$ cat src/rtl/wdt_pkg.sv
package wdt_pkg;
  localparam int unsigned WDT_CNT_W = 8;
  localparam int unsigned WDT_REG_W = 8;

  typedef struct packed {
    logic src_tick;  // high stage steps on prescaled tick
    logic stop_dis;  // stop request becomes reset
  } wdt_ctrl_t;
endpackage

$ cat src/rtl/wdt_tick_sel.sv
module wdt_tick_sel #(
  parameter int unsigned N_SRC = 2,
  localparam int unsigned SEL_W = (N_SRC > 1) ? $clog2(N_SRC) : 1
) (
  input  logic [N_SRC-1:0] src_i,
  input  logic [SEL_W-1:0] sel_i,
  output logic             tick_o
);
  logic [N_SRC-1:0] hit;

  for (genvar g = 0; g < N_SRC; g++) begin : g_src
    assign hit[g] = src_i[g] && (sel_i == SEL_W'(g));
  end

  assign tick_o = |hit;
endmodule

$ cat src/rtl/wdt_down_stage.sv
module wdt_down_stage #(
  parameter int unsigned W = 8
) (
  input  logic         clk_i,
  input  logic         rst_ni,
  input  logic         clr_i,
  input  logic         load_i,
  input  logic         step_i,
  output logic [W-1:0] cnt_o,
  output logic         uf_o
);
  logic [W-1:0] cnt_q;

  always_ff @(posedge clk_i or negedge rst_ni) begin
    if (!rst_ni)              cnt_q <= '1;
    else if (clr_i || load_i) cnt_q <= '1;
    else if (step_i)          cnt_q <= cnt_q - 1'b1;
  end

  // wrap strobe, suppressed by a reload
  assign uf_o  = step_i && !load_i && (cnt_q == '0);
  assign cnt_o = cnt_q;

  p_dec_r3: assert property (@(posedge clk_i) disable iff (!rst_ni)
    (step_i && !load_i && !clr_i) |=> (cnt_q == $past(cnt_q) - 1'b1));

  p_reload_r2: assert property (@(posedge clk_i) disable iff (!rst_ni)
    (load_i || clr_i) |=> (cnt_q == '1));

  p_idle_hold_r1: assert property (@(posedge clk_i) disable iff (!rst_ni)
    (!step_i && !load_i && !clr_i) |=> $stable(cnt_q));
endmodule

$ cat src/rtl/wdt_ctrl.sv
module wdt_ctrl
  import wdt_pkg::*;
(
  input  logic      clk_i,
  input  logic      rst_ni,
  input  logic      we_i,
  input  wdt_ctrl_t wr_ctrl_i,
  input  logic      hi_uf_i,
  input  logic      stop_req_i,
  output wdt_ctrl_t ctrl_o,
  output logic      run_o,
  output logic      fire_o,
  output logic      wdt_rst_o
);
  wdt_ctrl_t ctrl_q;
  logic      run_q;
  logic      rst_q;

  // stop trip is not maskable by a write; underflow already is
  assign fire_o = hi_uf_i || (stop_req_i && ctrl_q.stop_dis);

  always_ff @(posedge clk_i or negedge rst_ni) begin
    if (!rst_ni) begin
      ctrl_q <= '0;
      run_q  <= 1'b0;
      rst_q  <= 1'b0;
    end else begin
      rst_q <= fire_o;
      if (fire_o) begin
        ctrl_q <= '0;
        run_q  <= 1'b0;
      end else if (we_i) begin
        run_q           <= 1'b1;
        ctrl_q.src_tick <= wr_ctrl_i.src_tick;
        ctrl_q.stop_dis <= ctrl_q.stop_dis | wr_ctrl_i.stop_dis;
      end
    end
  end

  assign ctrl_o    = ctrl_q;
  assign run_o     = run_q;
  assign wdt_rst_o = rst_q;

  p_pulse_width_r6: assert property (@(posedge clk_i) disable iff (!rst_ni)
    wdt_rst_o |=> !wdt_rst_o);

  p_sticky_dis_r7: assert property (@(posedge clk_i) disable iff (!rst_ni)
    (ctrl_q.stop_dis && !fire_o) |=> ctrl_q.stop_dis);

  p_stop_trip_r8: assert property (@(posedge clk_i) disable iff (!rst_ni)
    (stop_req_i && ctrl_q.stop_dis) |=> wdt_rst_o);

  p_start_r2: assert property (@(posedge clk_i) disable iff (!rst_ni)
    (we_i && !fire_o) |=> run_q);

  p_cleared_r10: assert property (@(posedge clk_i) disable iff (!rst_ni)
    wdt_rst_o |-> (!run_q && ctrl_q == '0));
endmodule

$ cat src/rtl/wdt_cascade.sv
module wdt_cascade
  import wdt_pkg::*;
#(
  parameter int unsigned CNT_W = WDT_CNT_W,
  parameter int unsigned REG_W = WDT_REG_W,
  localparam int unsigned RDBK_W = REG_W - 2
) (
  input  logic             clk_i,
  input  logic             rst_ni,
  input  logic             main_tick_i,
  input  logic             sub_tick_i,
  input  logic             clk_sel_i,
  input  logic             reg_we_i,
  input  logic [REG_W-1:0] reg_wdata_i,
  output logic [REG_W-1:0] reg_rdata_o,
  input  logic             stop_req_i,
  output logic             wdt_rst_o
);
  localparam int unsigned N_SRC = 2;

  wdt_ctrl_t  ctrl, wr_ctrl;
  logic       tick, run, fire;
  logic       lo_step, lo_uf, hi_step, hi_uf;
  logic [CNT_W-1:0] lo_cnt, hi_cnt;

  wdt_tick_sel #(.N_SRC(N_SRC)) u_tick_sel (
    .src_i  ({sub_tick_i, main_tick_i}),
    .sel_i  (clk_sel_i),
    .tick_o (tick)
  );

  assign lo_step = run && tick;

  wdt_down_stage #(.W(CNT_W)) u_lo (
    .clk_i  (clk_i),
    .rst_ni (rst_ni),
    .clr_i  (fire),
    .load_i (reg_we_i),
    .step_i (lo_step),
    .cnt_o  (lo_cnt),
    .uf_o   (lo_uf)
  );

  assign hi_step = ctrl.src_tick ? lo_step : lo_uf;

  wdt_down_stage #(.W(CNT_W)) u_hi (
    .clk_i  (clk_i),
    .rst_ni (rst_ni),
    .clr_i  (fire),
    .load_i (reg_we_i),
    .step_i (hi_step),
    .cnt_o  (hi_cnt),
    .uf_o   (hi_uf)
  );

  assign wr_ctrl.src_tick = reg_wdata_i[REG_W-1];
  assign wr_ctrl.stop_dis = reg_wdata_i[REG_W-2];

  wdt_ctrl u_ctrl (
    .clk_i      (clk_i),
    .rst_ni     (rst_ni),
    .we_i       (reg_we_i),
    .wr_ctrl_i  (wr_ctrl),
    .hi_uf_i    (hi_uf),
    .stop_req_i (stop_req_i),
    .ctrl_o     (ctrl),
    .run_o      (run),
    .fire_o     (fire),
    .wdt_rst_o  (wdt_rst_o)
  );

  assign reg_rdata_o = {ctrl.src_tick, ctrl.stop_dis, hi_cnt[CNT_W-1 -: RDBK_W]};

  logic unused_bits;
  assign unused_bits = ^{reg_wdata_i[RDBK_W-1:0], lo_cnt};

  p_stopped_hold_r1: assert property (@(posedge clk_i) disable iff (!rst_ni)
    (!run && !reg_we_i && !fire) |=> ($stable(hi_cnt) && $stable(lo_cnt)));

  p_hi_on_wrap_r4: assert property (@(posedge clk_i) disable iff (!rst_ni)
    (run && !ctrl.src_tick && !lo_uf && !reg_we_i && !fire) |=> $stable(hi_cnt));

  p_hi_on_tick_r5: assert property (@(posedge clk_i) disable iff (!rst_ni)
    (run && ctrl.src_tick && tick && !reg_we_i && !fire) |=> (hi_cnt != $past(hi_cnt)));

  p_write_wins_r11: assert property (@(posedge clk_i) disable iff (!rst_ni)
    (reg_we_i && !stop_req_i) |=> (!wdt_rst_o && hi_cnt == '1 && lo_cnt == '1));

  p_uf_fires_r6: assert property (@(posedge clk_i) disable iff (!rst_ni)
    hi_uf |=> wdt_rst_o);
endmodule

$ cat config.mk
export PLATFORM = sky130hd
export DESIGN_NAME = wdt_cascade
export DESIGN_NICKNAME = d
export VERILOG_FILES = /design/src/rtl/wdt_pkg.sv /design/src/rtl/wdt_tick_sel.sv /design/src/rtl/wdt_down_stage.sv /design/src/rtl/wdt_ctrl.sv /design/src/rtl/wdt_cascade.sv
export SDC_FILE = /design/constraint.sdc
export NUM_CORES = 1
export LEC_CHECK = 0
export ABC_AREA = 0
export ABC_CLOCK_PERIOD_IN_PS = 2300
export BUFFER_PORTS_ARGS = -buffer_cell sky130_fd_sc_hd__buf_2
export CORE_ASPECT_RATIO = 0.75
export CORE_UTILIZATION = 46
export DETAILED_ROUTE_END_ITERATION = 10
export PLACE_DENSITY = 0.75
export SLEW_MARGIN = 20
export SYNTH_ARGS = -nofsm -noshare
export SYNTH_HDL_FRONTEND = slang
export SYNTH_SLANG_ARGS = --single-unit
$ cat constraint.sdc
create_clock -name clk_i -period 2.3 [get_ports clk_i]
set_clock_uncertainty 0.15 [all_clocks]
set_input_delay 0 -clock clk_i [delete_from_list [all_inputs] [get_ports clk_i]]
set_output_delay 0 -clock clk_i [all_outputs]
set_load 0.03 [all_outputs]
==> metrics list <==
- #FFs+latches synth: 20
- Global routing used 21.1% of the available tracks across all layers.
- The synthesized netlist devotes under 10% of its cell area to XOR and XNOR gates.
* HPWL after detailed placement: 1720 µm
* # port buffers: 17
* Overall die height: between 40 and 50 µm
- TritonCTS clock tree: done
* Logic gate share of total power: 19.3%
- Multiplexer cells account for less than 1% of the synthesized area.
- Grouping stages by cell kind, the critical path spends the most delay in simple AND/OR/NAND/NOR gates.
* Core Region: 2330 µm²
- The worst path meets setup with 0.210 ns of slack.
- CTS clk-pin slew, worst paths: 0.12 ns
- Routed Antenna Nets: 0
- Excluding fillers, the count of instances in the completed layout stands at approximately 170.
- Max IR drop VDD: 271 µV
* Maximum level of the CTS H-tree: 1
- The synthesized netlist devotes roughly 28% of its cell area to simple gates.
- Number of nets at the end of the flow: about 160
* Critical path origin: u_lo.cnt_o[1]$_DFFE_PN1P_
* Overall via count from detail_route: 978
- Buffer depth of the longest clock path: 2
- Number of max-cap violations: 0
* Share of power burned in registers: 55.8%
* Part of the Yosys area used for sequential elements: 45.5%
* Compound-gate portion of the synthesized area: 11.8%
* Maximum number of pins on one net before global-route repair: 21
* Via count of the first global-routing pass: 919
* Width of the die: 59.6 µm
- STA classifies the critical path endpoint as a flip-flop.
- Root cell of the clock tree: clkbuf_4
* Routability cong.: 0.793
- Largest area contributor in the netlist: dfstp_2
- Crit path largest cell delay: 0.51 ns
- Switching share of power: a little under a third
* Boundary Pins: 24
* Power Internal: 0.494 mW
* First-pass GRT wire length: between 4000 and 5000 µm
- The worst path uses slightly above 90% of the clock period.
* List of cells traversed by the critical path: inv_1, ha_1, nor4b_2, a21oi_1, buf_4, or4_1, nand3_1
* Yosys warning count: 0
* Number of rows in the core area: 15
- Die outline area: 2690 µm²
- After routing, the total negative slack on setup checks comes to 0 ns.
- Post-CTS timing repair inserted 0 buffers for setup.
- Dividing the detail-routed via count by the number of cells gives 5.69.
- Average wire per standard cell: 14.3 µm
- Counting every net in the synthesized netlist gives between 100 and 150.
- The slowest stage of the critical path belongs to the cell or4_1.
- Leakage Power: 0.502 nW
- Number of clock sinks: 20
* Main area contributors after synthesis: dfstp_2 (37%), dfrtp_1 (8.7%), nand3_1 (4.8%)
- After routing the design area is approximately 1300 µm².
- The cell count after synthesis came out at 118.
- The design draws 0.706 mW.
* Cell area after synthesis: 1140 µm²
- Layout cells sized above 1: 31.2%
- In this run the biggest area consumer among cell types represents between 30% and 40% of the synthesized area.
- Most common cell after layout, fill and taps aside: buf_2
- Hold Violations, Final: 0
- Remaining routing DRC violations: 0
* Number of setup violations in the final report: 0
* Initial antenna violation count: 0
- Number of unique standard cell types used by synthesis: 38
- Timing analysis after detailed placement gives a worst setup slack of 0.160 ns.
- DRT Pass-1 Iters: 4
- Max FO, Critical Path: 10
- Post-detailed-routing wire length: approximately 2500 µm
- Counting both buffers and inverters, the worst setup path holds a total of 2.
- P per Cell Area: 533 nW/µm²
- Antenna Diode Count: 0
* Leading cell types in the layout, fill and taps excluded: buf_2 (17), dfstp_2 (16), nand2_1 (12), nand3_1 (11)
- Remaining Overflow, GRT: 0
* Clock network latency to the later pin of the worst-skew pair: 0.30 ns
- Counting the buffers created by CTS gives 3.
* Arrival time reported for the critical path endpoint: 2.18 ns
- The worst path needs 2.09 ns of the cycle, external delays included.
- Worst reg2reg setup slack: 0.21 ns
* Area Growth Syn to Fin: 15.6%
* Maximum achievable frequency: 478 MHz
- After synthesis, the mean cell area works out to 9.70 µm².
- Setup repair after global routing left no endpoint under its margin.
- STA puts the critical path data required time at 2.39 ns.
* Max transition margin: between 60% and 70%
* Starting density of the core: 49.2%
- The count of pins over their slew limit was 0.
* Adder-Cell Fraction of Synth Area: 2.19%
- The critical path is of the flip-flop to flip-flop type.
- Worst setup SP type: flip-flop
- Count of routing violations after the opening detailed-route iteration: 29
- By area, the combinational part of the netlist is dominated by simple AND/OR/NAND/NOR gates.
- Once placement finished, the instance area stood at 1230 µm².
* Transition time at the pin with the least slew margin: 0.529 ns
- Placed instance count: 161
- The share of total power dissipated in the clock network is 24.9%.
* Critical register-to-register path startpoint: u_lo.cnt_o[1]$_DFFE_PN1P_
* Tightest Hold Check Type: input port to asynchronous set/reset pin
- Net load switching power: roughly 0.21 mW
- The run finished with clean final reports.
registers in the layout, summed over array words and instances (netlist names):
| register | count |
|---|---|
| u_ctrl.run_o | 1 |
| u_lo.cnt_o | 8 |
| u_ctrl.wdt_rst_o | 1 |
| u_hi.cnt_o | 8 |
| u_ctrl.ctrl_o | 2 |
per-layer routing:
metal	GRT usage [%]	up-vias	wire (µm)
met5	0	-	0
met4	6.98	0	12
met3	3.15	2	116
met2	35.5	25	1160
met1	28.3	470	1170
li1	-	481	-
kinds of logic after synthesis:
family,count (synthesis)
DFF,20
xor gates and xnor gates,6
muxes,1
adders and majority gates,2
and+or+nand+nor,54
buffers and inverters,15
AOI/OAI and AO/OA,20
worst paths after layout:
path                                                    to  depth (start not counted)
max in group asynchronous        u_hi.cnt_o[6]$_DFFE_PN1P_                          2
min in group clk_i               u_lo.cnt_o[2]$_DFFE_PN1P_                          5
worst max-delay path             u_hi.cnt_o[6]$_DFFE_PN1P_                          7
worst min-delay path            u_ctrl.wdt_rst_o$_DFF_PN0_                          2
worst min register to register   u_lo.cnt_o[1]$_DFFE_PN1P_                          2
worst max register to register   u_hi.cnt_o[6]$_DFFE_PN1P_                          7
cell usage after synthesis:
cell type	n
ha_1	2
nor4_1	1
o2111ai_1	1
clkbuf_1	3
o31ai_1	6
dfstp_2	16
a21o_1	1
or2_0	1
or3_1	4
nand2b_1	4
xnor2_1	1
xor2_1	5
or3b_1	1
a21oi_1	3
nand3_1	11
o21ai_0	3
buf_2	1
and2_1	1
mux2_2	1
o21bai_1	1
nand4b_1	1
nor3_1	2
nand2_1	12
dfrtp_1	4
o211ai_1	1
o31a_1	1
o41ai_1	1
inv_1	5
nand4_1	3
o21ai_1	1
or4_1	7
nor2_1	2
and4_1	1
buf_4	6
nor4b_2	1
nor4_2	1
or4_2	1
a31oi_1	1
layout make-up:
cell class              count  area [µm²]
flip-flops and latches     20         520
well taps                  34        42.5
clock buffers               4        26.3
multi-input cells          83         546
fillers                   211        1000
repair buffers             26         170
inverters                   5        18.8
power groups by stage:
stage | Sequential (mW) | Combinational, mW | Clock, mW
after detailed placement | 0.399 | 0.124 | 0
after global placement | 0.397 | 0.118 | 0
after global routing | 0.397 | 0.152 | 0.191
after floorplan | 0.405 | 0.0731 | 0
final | 0.394 | 0.136 | 0.176
after CTS | 0.393 | 0.135 | 0.178
repair_timing:
| action | CTS | global route |
|---|---|---|
| hold buffers | 7 | 0 |
| endpoints found under the setup margin | 0 | 3 |
| endpoints found under the hold margin | 27 | 0 |
| resized for setup | 0 | 1 |
stage by stage:
step	utilization (%)	hold slack (ns)
after floorplan	-	-0.446
after global placement	52.7	-0.186
after detailed placement	52.7	-0.180
after CTS	56.8	0.0206
after global routing	56.9	0.0479
final	56.9	0.0150
(Power assumes the default switching activity.)
